File: src/rtl/mulp_pkg.sv
package mulp_pkg;
  // default geometry of the multiplier
  localparam int unsigned DEF_OP_W  = 32;
  localparam int unsigned DEF_SLICE = 16;
  localparam int unsigned DEF_TAG_W = 3;

  typedef enum logic {
    HALF_LO = 1'b0,
    HALF_HI = 1'b1
  } half_e;

  typedef enum logic {
    MODE_UNSIGNED = 1'b0,
    MODE_SIGNED   = 1'b1
  } mode_e;
endpackage

File: src/rtl/mulp_ppgen.sv
module mulp_ppgen #(
  parameter int unsigned OP_W  = mulp_pkg::DEF_OP_W,
  parameter int unsigned SLICE = mulp_pkg::DEF_SLICE,
  parameter int unsigned TAG_W = mulp_pkg::DEF_TAG_W,
  localparam int unsigned EXT_W = OP_W + 1,
  localparam int unsigned NSL   = (EXT_W + SLICE - 1) / SLICE,
  localparam int unsigned PP_W  = 2 * SLICE + 2,
  localparam int unsigned NPP   = NSL * NSL
) (
  input  logic                       clk,
  input  logic                       rst_n,
  input  logic                       in_valid,
  input  logic [OP_W-1:0]            a,
  input  logic [OP_W-1:0]            b,
  input  logic                       is_signed,
  input  logic                       hi_sel,
  input  logic [TAG_W-1:0]           tag_in,
  output logic                       s1_valid,
  output logic                       s1_hi,
  output logic [TAG_W-1:0]           s1_tag,
  output logic [NPP-1:0][PP_W-1:0]   s1_pp
);
  localparam int unsigned XW = NSL * SLICE;

  // operands widened over the whole slice span: sign or zero fill
  logic [XW-1:0] ax, bx;
  assign ax = is_signed ? XW'($signed(a)) : XW'(a);
  assign bx = is_signed ? XW'($signed(b)) : XW'(b);

  // slices as signed SLICE+1 bit values: lower slices are unsigned,
  // the top slice carries the sign of the widened operand
  logic signed [SLICE:0] a_sl [NSL];
  logic signed [SLICE:0] b_sl [NSL];

  for (genvar g = 0; g < NSL; g++) begin : g_slice
    if (g == NSL - 1) begin : g_top
      assign a_sl[g] = {ax[g*SLICE+SLICE-1], ax[g*SLICE +: SLICE]};
      assign b_sl[g] = {bx[g*SLICE+SLICE-1], bx[g*SLICE +: SLICE]};
    end else begin : g_low
      assign a_sl[g] = {1'b0, ax[g*SLICE +: SLICE]};
      assign b_sl[g] = {1'b0, bx[g*SLICE +: SLICE]};
    end
  end

  logic signed [PP_W-1:0] pp_n [NPP];

  for (genvar gi = 0; gi < NSL; gi++) begin : g_row
    for (genvar gj = 0; gj < NSL; gj++) begin : g_col
      assign pp_n[gi*NSL+gj] = PP_W'(a_sl[gi]) * PP_W'(b_sl[gj]);
    end
  end

  always_ff @(posedge clk) begin
    if (!rst_n) begin
      s1_valid <= 1'b0;
      s1_hi    <= 1'b0;
      s1_tag   <= '0;
    end else begin
      s1_valid <= in_valid;
      s1_hi    <= hi_sel;
      s1_tag   <= tag_in;
    end
  end

  always_ff @(posedge clk) begin
    for (int k = 0; k < NPP; k++) s1_pp[k] <= pp_n[k];
  end
endmodule

File: src/rtl/mulp_sum.sv
module mulp_sum #(
  parameter int unsigned OP_W  = mulp_pkg::DEF_OP_W,
  parameter int unsigned SLICE = mulp_pkg::DEF_SLICE,
  parameter int unsigned TAG_W = mulp_pkg::DEF_TAG_W,
  localparam int unsigned EXT_W = OP_W + 1,
  localparam int unsigned NSL   = (EXT_W + SLICE - 1) / SLICE,
  localparam int unsigned PP_W  = 2 * SLICE + 2,
  localparam int unsigned NPP   = NSL * NSL,
  localparam int unsigned PR_W  = 2 * OP_W
) (
  input  logic                       clk,
  input  logic                       rst_n,
  input  logic                       s1_valid,
  input  logic                       s1_hi,
  input  logic [TAG_W-1:0]           s1_tag,
  input  logic [NPP-1:0][PP_W-1:0]   s1_pp,
  output logic                       s2_valid,
  output logic                       s2_hi,
  output logic [TAG_W-1:0]           s2_tag,
  output logic [PR_W-1:0]            s2_prod
);
  // sum of all weighted partial products, kept modulo 2^PR_W
  logic [PR_W-1:0] acc;

  always_comb begin
    acc = '0;
    for (int k = 0; k < NPP; k++) begin
      logic [PR_W-1:0] term;
      term = PR_W'($signed(s1_pp[k]));
      acc  = acc + (term << (SLICE * ((k / NSL) + (k % NSL))));
    end
  end

  always_ff @(posedge clk) begin
    if (!rst_n) begin
      s2_valid <= 1'b0;
      s2_hi    <= 1'b0;
      s2_tag   <= '0;
    end else begin
      s2_valid <= s1_valid;
      s2_hi    <= s1_hi;
      s2_tag   <= s1_tag;
    end
  end

  always_ff @(posedge clk) s2_prod <= acc;
endmodule

File: src/rtl/mulp_out.sv
module mulp_out #(
  parameter int unsigned OP_W  = mulp_pkg::DEF_OP_W,
  parameter int unsigned TAG_W = mulp_pkg::DEF_TAG_W,
  localparam int unsigned PR_W = 2 * OP_W
) (
  input  logic              clk,
  input  logic              rst_n,
  input  logic              s2_valid,
  input  logic              s2_hi,
  input  logic [TAG_W-1:0]  s2_tag,
  input  logic [PR_W-1:0]   s2_prod,
  output logic              out_valid,
  output logic [OP_W-1:0]   result,
  output logic [TAG_W-1:0]  tag_out
);
  logic [OP_W-1:0] half_pick;
  assign half_pick = (s2_hi == mulp_pkg::HALF_HI) ? s2_prod[PR_W-1:OP_W]
                                                  : s2_prod[OP_W-1:0];

  always_ff @(posedge clk) begin
    if (!rst_n) begin
      out_valid <= 1'b0;
      result    <= '0;
      tag_out   <= '0;
    end else begin
      out_valid <= s2_valid;
      if (s2_valid) begin
        result  <= half_pick;
        tag_out <= s2_tag;
      end
    end
  end
endmodule

File: src/rtl/mulp_top.sv
module mulp_top #(
  parameter int unsigned OP_W  = mulp_pkg::DEF_OP_W,
  parameter int unsigned SLICE = mulp_pkg::DEF_SLICE,
  parameter int unsigned TAG_W = mulp_pkg::DEF_TAG_W
) (
  input  logic              clk,
  input  logic              rst_n,
  input  logic              in_valid,
  input  logic [OP_W-1:0]   a,
  input  logic [OP_W-1:0]   b,
  input  logic              is_signed,
  input  logic              hi_sel,
  input  logic [TAG_W-1:0]  tag_in,
  output logic              out_valid,
  output logic [OP_W-1:0]   result,
  output logic [TAG_W-1:0]  tag_out
);
  localparam int unsigned EXT_W = OP_W + 1;
  localparam int unsigned NSL   = (EXT_W + SLICE - 1) / SLICE;
  localparam int unsigned PP_W  = 2 * SLICE + 2;
  localparam int unsigned NPP   = NSL * NSL;
  localparam int unsigned PR_W  = 2 * OP_W;

  // stage boundaries, named for the assertions
  logic                      s1_valid, s1_hi;
  logic [TAG_W-1:0]          s1_tag;
  logic [NPP-1:0][PP_W-1:0]  s1_pp;
  logic                      s2_valid, s2_hi;
  logic [TAG_W-1:0]          s2_tag;
  logic [PR_W-1:0]           s2_prod;

  mulp_ppgen #(.OP_W(OP_W), .SLICE(SLICE), .TAG_W(TAG_W)) u_ppgen (
    .clk(clk), .rst_n(rst_n), .in_valid(in_valid), .a(a), .b(b),
    .is_signed(is_signed), .hi_sel(hi_sel), .tag_in(tag_in),
    .s1_valid(s1_valid), .s1_hi(s1_hi), .s1_tag(s1_tag), .s1_pp(s1_pp)
  );

  mulp_sum #(.OP_W(OP_W), .SLICE(SLICE), .TAG_W(TAG_W)) u_sum (
    .clk(clk), .rst_n(rst_n), .s1_valid(s1_valid), .s1_hi(s1_hi),
    .s1_tag(s1_tag), .s1_pp(s1_pp), .s2_valid(s2_valid), .s2_hi(s2_hi),
    .s2_tag(s2_tag), .s2_prod(s2_prod)
  );

  mulp_out #(.OP_W(OP_W), .TAG_W(TAG_W)) u_out (
    .clk(clk), .rst_n(rst_n), .s2_valid(s2_valid), .s2_hi(s2_hi),
    .s2_tag(s2_tag), .s2_prod(s2_prod), .out_valid(out_valid),
    .result(result), .tag_out(tag_out)
  );

  // reference arithmetic: plain full-width multiply of widened operands
  function automatic logic [PR_W-1:0] full_product(
    input logic [OP_W-1:0] x, input logic [OP_W-1:0] y, input logic sgn);
    logic [PR_W-1:0] xe, ye;
    xe = sgn ? PR_W'($signed(x)) : PR_W'(x);
    ye = sgn ? PR_W'($signed(y)) : PR_W'(y);
    return xe * ye;
  endfunction

  function automatic logic [OP_W-1:0] pick_half(
    input logic [PR_W-1:0] p, input logic hi);
    return hi ? p[PR_W-1:OP_W] : p[OP_W-1:0];
  endfunction

  // clocks since reset release, saturating at the pipeline depth
  logic [1:0] warm;
  always_ff @(posedge clk) begin
    if (!rst_n)            warm <= 2'd0;
    else if (warm != 2'd3) warm <= warm + 2'd1;
  end


  reset_quiet_chk: assert property (@(posedge clk) disable iff (!rst_n)
    (warm != 2'd3) |-> (!out_valid && result == '0 && tag_out == '0));


  latency_chk: assert property (@(posedge clk) disable iff (!rst_n)
    (warm == 2'd3) |-> (out_valid == $past(in_valid, 3)));


  stage_chain_chk: assert property (@(posedge clk) disable iff (!rst_n)
    (warm == 2'd3) |-> (s2_valid == $past(in_valid, 2)));


  tag_align_chk: assert property (@(posedge clk) disable iff (!rst_n)
    (warm == 2'd3 && out_valid) |-> (tag_out == $past(tag_in, 3)));


  product_chk: assert property (@(posedge clk) disable iff (!rst_n)
    (warm == 2'd3 && out_valid) |->
      (result == pick_half(full_product($past(a, 3), $past(b, 3),
                                        $past(is_signed, 3)),
                           $past(hi_sel, 3))));


  hold_chk: assert property (@(posedge clk) disable iff (!rst_n)
    (warm != 2'd0 && !out_valid) |-> ($stable(result) && $stable(tag_out)));
endmodule

File: config.mk
export PLATFORM = sky130hd
export DESIGN_NAME = mulp_top
export DESIGN_NICKNAME = d
export VERILOG_FILES = /design/src/rtl/mulp_pkg.sv /design/src/rtl/mulp_ppgen.sv /design/src/rtl/mulp_sum.sv /design/src/rtl/mulp_out.sv /design/src/rtl/mulp_top.sv
export SDC_FILE = /design/constraint.sdc
export NUM_CORES = 2
export LEC_CHECK = 0
export BUFFER_PORTS_ARGS = -buffer_cell sky130_fd_sc_hd__buf_2
export CAP_MARGIN = 5
export CORE_MARGIN = 10
export CORE_UTILIZATION = 50
export DETAILED_ROUTE_END_ITERATION = 8
export GPL_ROUTABILITY_DRIVEN = 0
export PLACE_DENSITY_LB_ADDON = 0.15
export SETUP_SLACK_MARGIN = 0.4
export SYNTH_ARGS = -nofsm -noshare
export SYNTH_HDL_FRONTEND = slang
export SYNTH_SLANG_ARGS = --single-unit
File: constraint.sdc
create_clock -name clk -period 8.03 [get_ports clk]
set_input_delay 0.803 -clock clk [delete_from_list [all_inputs] [get_ports clk]]
set_output_delay 0.803 -clock clk [all_outputs]
set_load 0.02 [all_outputs]
==> results summary <==
The number of stages on the worst hold path is 0. The count of warnings emitted by yosys came out at 0. The maximum fanout encountered on the critical timing path is 9. The layout overhead on the synthesized area came out at 6.87%. The final-layout setup total negative slack is 0 ns.

The net count of the mapped netlist came out at 9,378. The die outline area is 148,000 µm². The sequential element share of the synthesized area came out at 10.1%. The achievable clock frequency is 134 MHz. The total detailed-routing wirelength is 181,000 µm. At the pin with the least slew margin, the transition time is 1.17 ns. The critical path endpoint category is a flop. The run finished with clean final reports. The H-tree depth reported by CTS is 2. By count the netlist is led by sky130_fd_sc_hd__inv_1 (1,816), sky130_fd_sc_hd__fa_1 (1,299), sky130_fd_sc_hd__ha_1 (870). The data required time of the critical path is 8.53 ns. The clock transition at the registers of the reported paths is 0.06 ns. In the synthesized netlist the dominant register cell turns out to be sky130_fd_sc_hd__dfxtp_1. The residual DRC count is 0.

The cell count after synthesis came out at 7,137. The total of endpoints with negative setup slack in the final report is 0. In this run the cell area measured after placement is 69,400 µm². Across the run, the number of max-cap violations was 0.

The initial antenna violation count came out at 15. The clock latency on the worst-skew pair came out at 0.61 ns. By instance count, the leading cell after synthesis is sky130_fd_sc_hd__inv_1. The pre-CTS setup slack came out at 0.171 ns. The critical path is of the reg -> reg type. The count of final max-slew check failures is 0. Setup repair after global routing could not meet its margin everywhere. The worst setup path is launched from a flop. In the final layout, the multi-input gates occupy 52,100 µm². The number of clock sinks is 334. Using the TritonRoute via totals, the vias-per-cell ratio works out to 5.24.

The placed wire-length estimate came out at 154,000 µm. The filler cells instantiated in the layout total 12,200. The largest net degree at the start of global routing is 69. The total non-filler cell area in the finished layout came out at 71,000 µm². Measured along the y axis, the die boundary spans 385 µm. The number of vias in the routed layout is 47,100. TritonCTS built the clock tree.

The worst hold path class is reg -> reg. In this run the critical register-to-register path is launched from u_ppgen.s1_pp[16]$_DFF_P_. Measured along the x axis, the die boundary spans 385 µm.

Counting tap cells, the placed design contains a total of 8,899 instances. The first global-routing pass estimated 287,000 µm of wire. The global-route usage over all layers is 25.1%. CTS placed an instance of sky130_fd_sc_hd__clkbuf_16 at the clock tree root. In this run the most critical hold path is launched from u_ppgen.s1_pp[3]$_DFF_P_. Across all register-to-register paths, the minimum setup slack is 0.55 ns. The number of buffers added on ports is 107. The library cell occupying the most area in the post-synthesis netlist is sky130_fd_sc_hd__fa_1.

The post-layout net count came out at 9,431. The via count of the first global-routing pass came to 50,000. The count of flip-flops with a built-in enable after synthesis came out at 0. After layout, the worst path uses 93.2% of the clock period. The path with the worst hold slack has its endpoint at u_sum.s2_prod[3]$_DFF_P_. Counting flops with an async set or reset pin after synthesis yields a share of 0%. The sequential standard cell area is 6690 µm². The number of hold-slack violations in the final timing report was 0. The most numerous cell on the critical path is sky130_fd_sc_hd__fa_1. The number of CTS-inserted buffers came out at 43.

Ranked by total cell area, the synthesized netlist is headed by sky130_fd_sc_hd__fa_1 (39%), sky130_fd_sc_hd__ha_1 (16%), sky130_fd_sc_hd__inv_1 (10%), sky130_fd_sc_hd__dfxtp_1 (10%), sky130_fd_sc_hd__nand2_1 (4.2%). The worst-path cell with the longest stage delay is sky130_fd_sc_hd__fa_1. The routed wirelength normalized by instance count came out at 20.2 µm. The core box area is 132,000 µm². A synthesized cell averages 9.31 µm². The initial cell density of the core came out at 50.4%. The count of antenna-violating nets left after detailed routing came out at 0.

On the final layout, the worst clock skew is 0.0298 ns. The buffer levels on the longest clock path came out at 3. The number of top-level design ports came out at 108. For the worst setup path, the data arrival time is 7.98 ns. The mapped netlist covers 66,400 µm². The endpoint identified for the worst register-to-register timing path is u_sum.s2_prod[63]$_DFF_P_. The post-synthesis sequential element count came out at 334. The initialized floorplan defines 133 standard-cell rows. The delay of the slowest cell on the worst path came out at 0.49 ns. The length of the first detailed-routing pass in iterations is 8. The cell depth of the worst flop-to-flop path came out at 26.

The layout cell share with drive strength beyond 1 is 5.00%. The finished layout holds 8,987 standard cells, fillers aside. The relative slew slack came out at 22.3%. The distinct cell type count of the synthesized netlist came out at 76. The initial detailed-routing violation count came out at 2,714. The final worst-path setup slack came out at 0.550 ns.

The share of the synthesized area in the top cell type is 39.1%. After global routing the overflow that remains totals 0. The minimum clock period after layout came out at 7.48 ns.
[repair_timing]
| item | in CTS | in global routing |
|---|---|---|
| gates resized for setup | 0 | 3 |
| setup buffers | 0 | 1 |
| hold buffers | 0 | 0 |
| setup endpoints to repair | 0 | 9 |
[worst max path at each step]
| stage | to | depth (start not counted) | startpoint | slack, ns |
|---|---|---|---|---|
| after global placement | u_ppgen.s1_pp[232]$_DFF_P_ | 26 | a[31] | 0.21 |
| after detailed placement | u_ppgen.s1_pp[232]$_DFF_P_ | 26 | a[31] | 0.17 |
| after global routing | u_sum.s2_prod[63]$_DFF_P_ | 26 | u_ppgen.s1_pp[16]$_DFF_P_ | 0.37 |
| after floorplan | u_ppgen.s1_pp[98]$_DFF_P_ | 26 | b[31] | 0.80 |
| final | u_sum.s2_prod[63]$_DFF_P_ | 26 | u_ppgen.s1_pp[16]$_DFF_P_ | 0.55 |
| after CTS | u_sum.s2_prod[63]$_DFF_P_ | 26 | u_ppgen.s1_pp[16]$_DFF_P_ | 0.51 |
[cell usage in the layout, fill, tap and decap left out, types with 39 or more instances in the layout]
cell                        Yosys  layout
sky130_fd_sc_hd__a21o_1        92      92
sky130_fd_sc_hd__a21oi_1      177     177
sky130_fd_sc_hd__and2_1       444     444
sky130_fd_sc_hd__and3_1        50      50
sky130_fd_sc_hd__buf_2          1     107
sky130_fd_sc_hd__buf_4          0     131
sky130_fd_sc_hd__clkbuf_16      0      43
sky130_fd_sc_hd__dfxtp_1      334     332
sky130_fd_sc_hd__fa_1        1299    1299
sky130_fd_sc_hd__ha_1         870     870
sky130_fd_sc_hd__inv_1       1816    1816
sky130_fd_sc_hd__mux2i_1       39      39
sky130_fd_sc_hd__nand2_1      743     743
sky130_fd_sc_hd__nand2b_1      49      49
sky130_fd_sc_hd__nor2_1       157     157
sky130_fd_sc_hd__nor3_1        40      40
sky130_fd_sc_hd__o21a_1        41      41
sky130_fd_sc_hd__o21ai_0       86      86
sky130_fd_sc_hd__o21bai_1      42      42
sky130_fd_sc_hd__xnor2_1      226     226
sky130_fd_sc_hd__xor2_1        81      81
[worst max-delay path: cells and delay by family, from the launching register on]
kind / cells / cell delay (ns)
buffers and inverters: 2 / 0.12
xor gates and xnor gates: 2 / 0.36
and+or+nand+nor: 1 / 0.19
AOI/OAI and AO/OA: 15 / 4.03
DFF: 1 / 0.31
adders and majority gates: 6 / 2.35
[layout make-up]
cell class / count / share of cell area, %
multi-input cells: 4752 / 73.3
inverters: 1816 / 9.60
flip-flops and latches: 334 / 9.42
well taps: 1755 / 3.09
repair buffers: 243 / 2.28
clock buffers: 51 / 1.64
clock inverters: 29 / 0.599
diodes: 7 / 0.0247
[registers in the layout, indices dropped and copies added, names as in the netlist, 3 cells and up]
signal          flops
u_sum.s2_tag        3
u_sum.s2_prod      64
u_ppgen.s1_tag      3
u_out.tag_out       3
u_out.result       32
u_ppgen.s1_pp     224
[cell families (layout without fill, tap and decap cells)]
kind of cell | after synthesis | count (layout) | share of synthesized area [%]
adder cells (fa/ha/maj) | 2169 | 2169 | 55.5
buffers and inverters | 2051 | 2139 | 11.6
AND/OR/NAND/NOR | 1610 | 1610 | 11.7
AO/OA/AOI/OAI | 627 | 627 | 6.47
flip-flops | 334 | 334 | 10.1
XOR/XNOR | 307 | 307 | 4.05
multiplexers | 39 | 39 | 0.588
other | 0 | 7 | 0
[routing by layer]
metal	vias up	wire [µm]	GRT usage, %
li1	21600	-	-
met2	1225	85800	41.5
met4	8	7480	8.73
met3	260	10400	3.24
met1	24000	77700	33.7
met5	-	54	0
[metrics by stage]
stage | hold slack, ns | util (%)
global placement | 0.312 | 52.6
detailed placement | 0.312 | 52.6
finish | 0.326 | 53.9
floorplan | 0.310 | -
global route | 0.335 | 53.9
CTS | 0.325 | 53.8
Power is not shown: default switching activity piles up to over one toggle a cycle in this logic, so the estimate is an artifact.
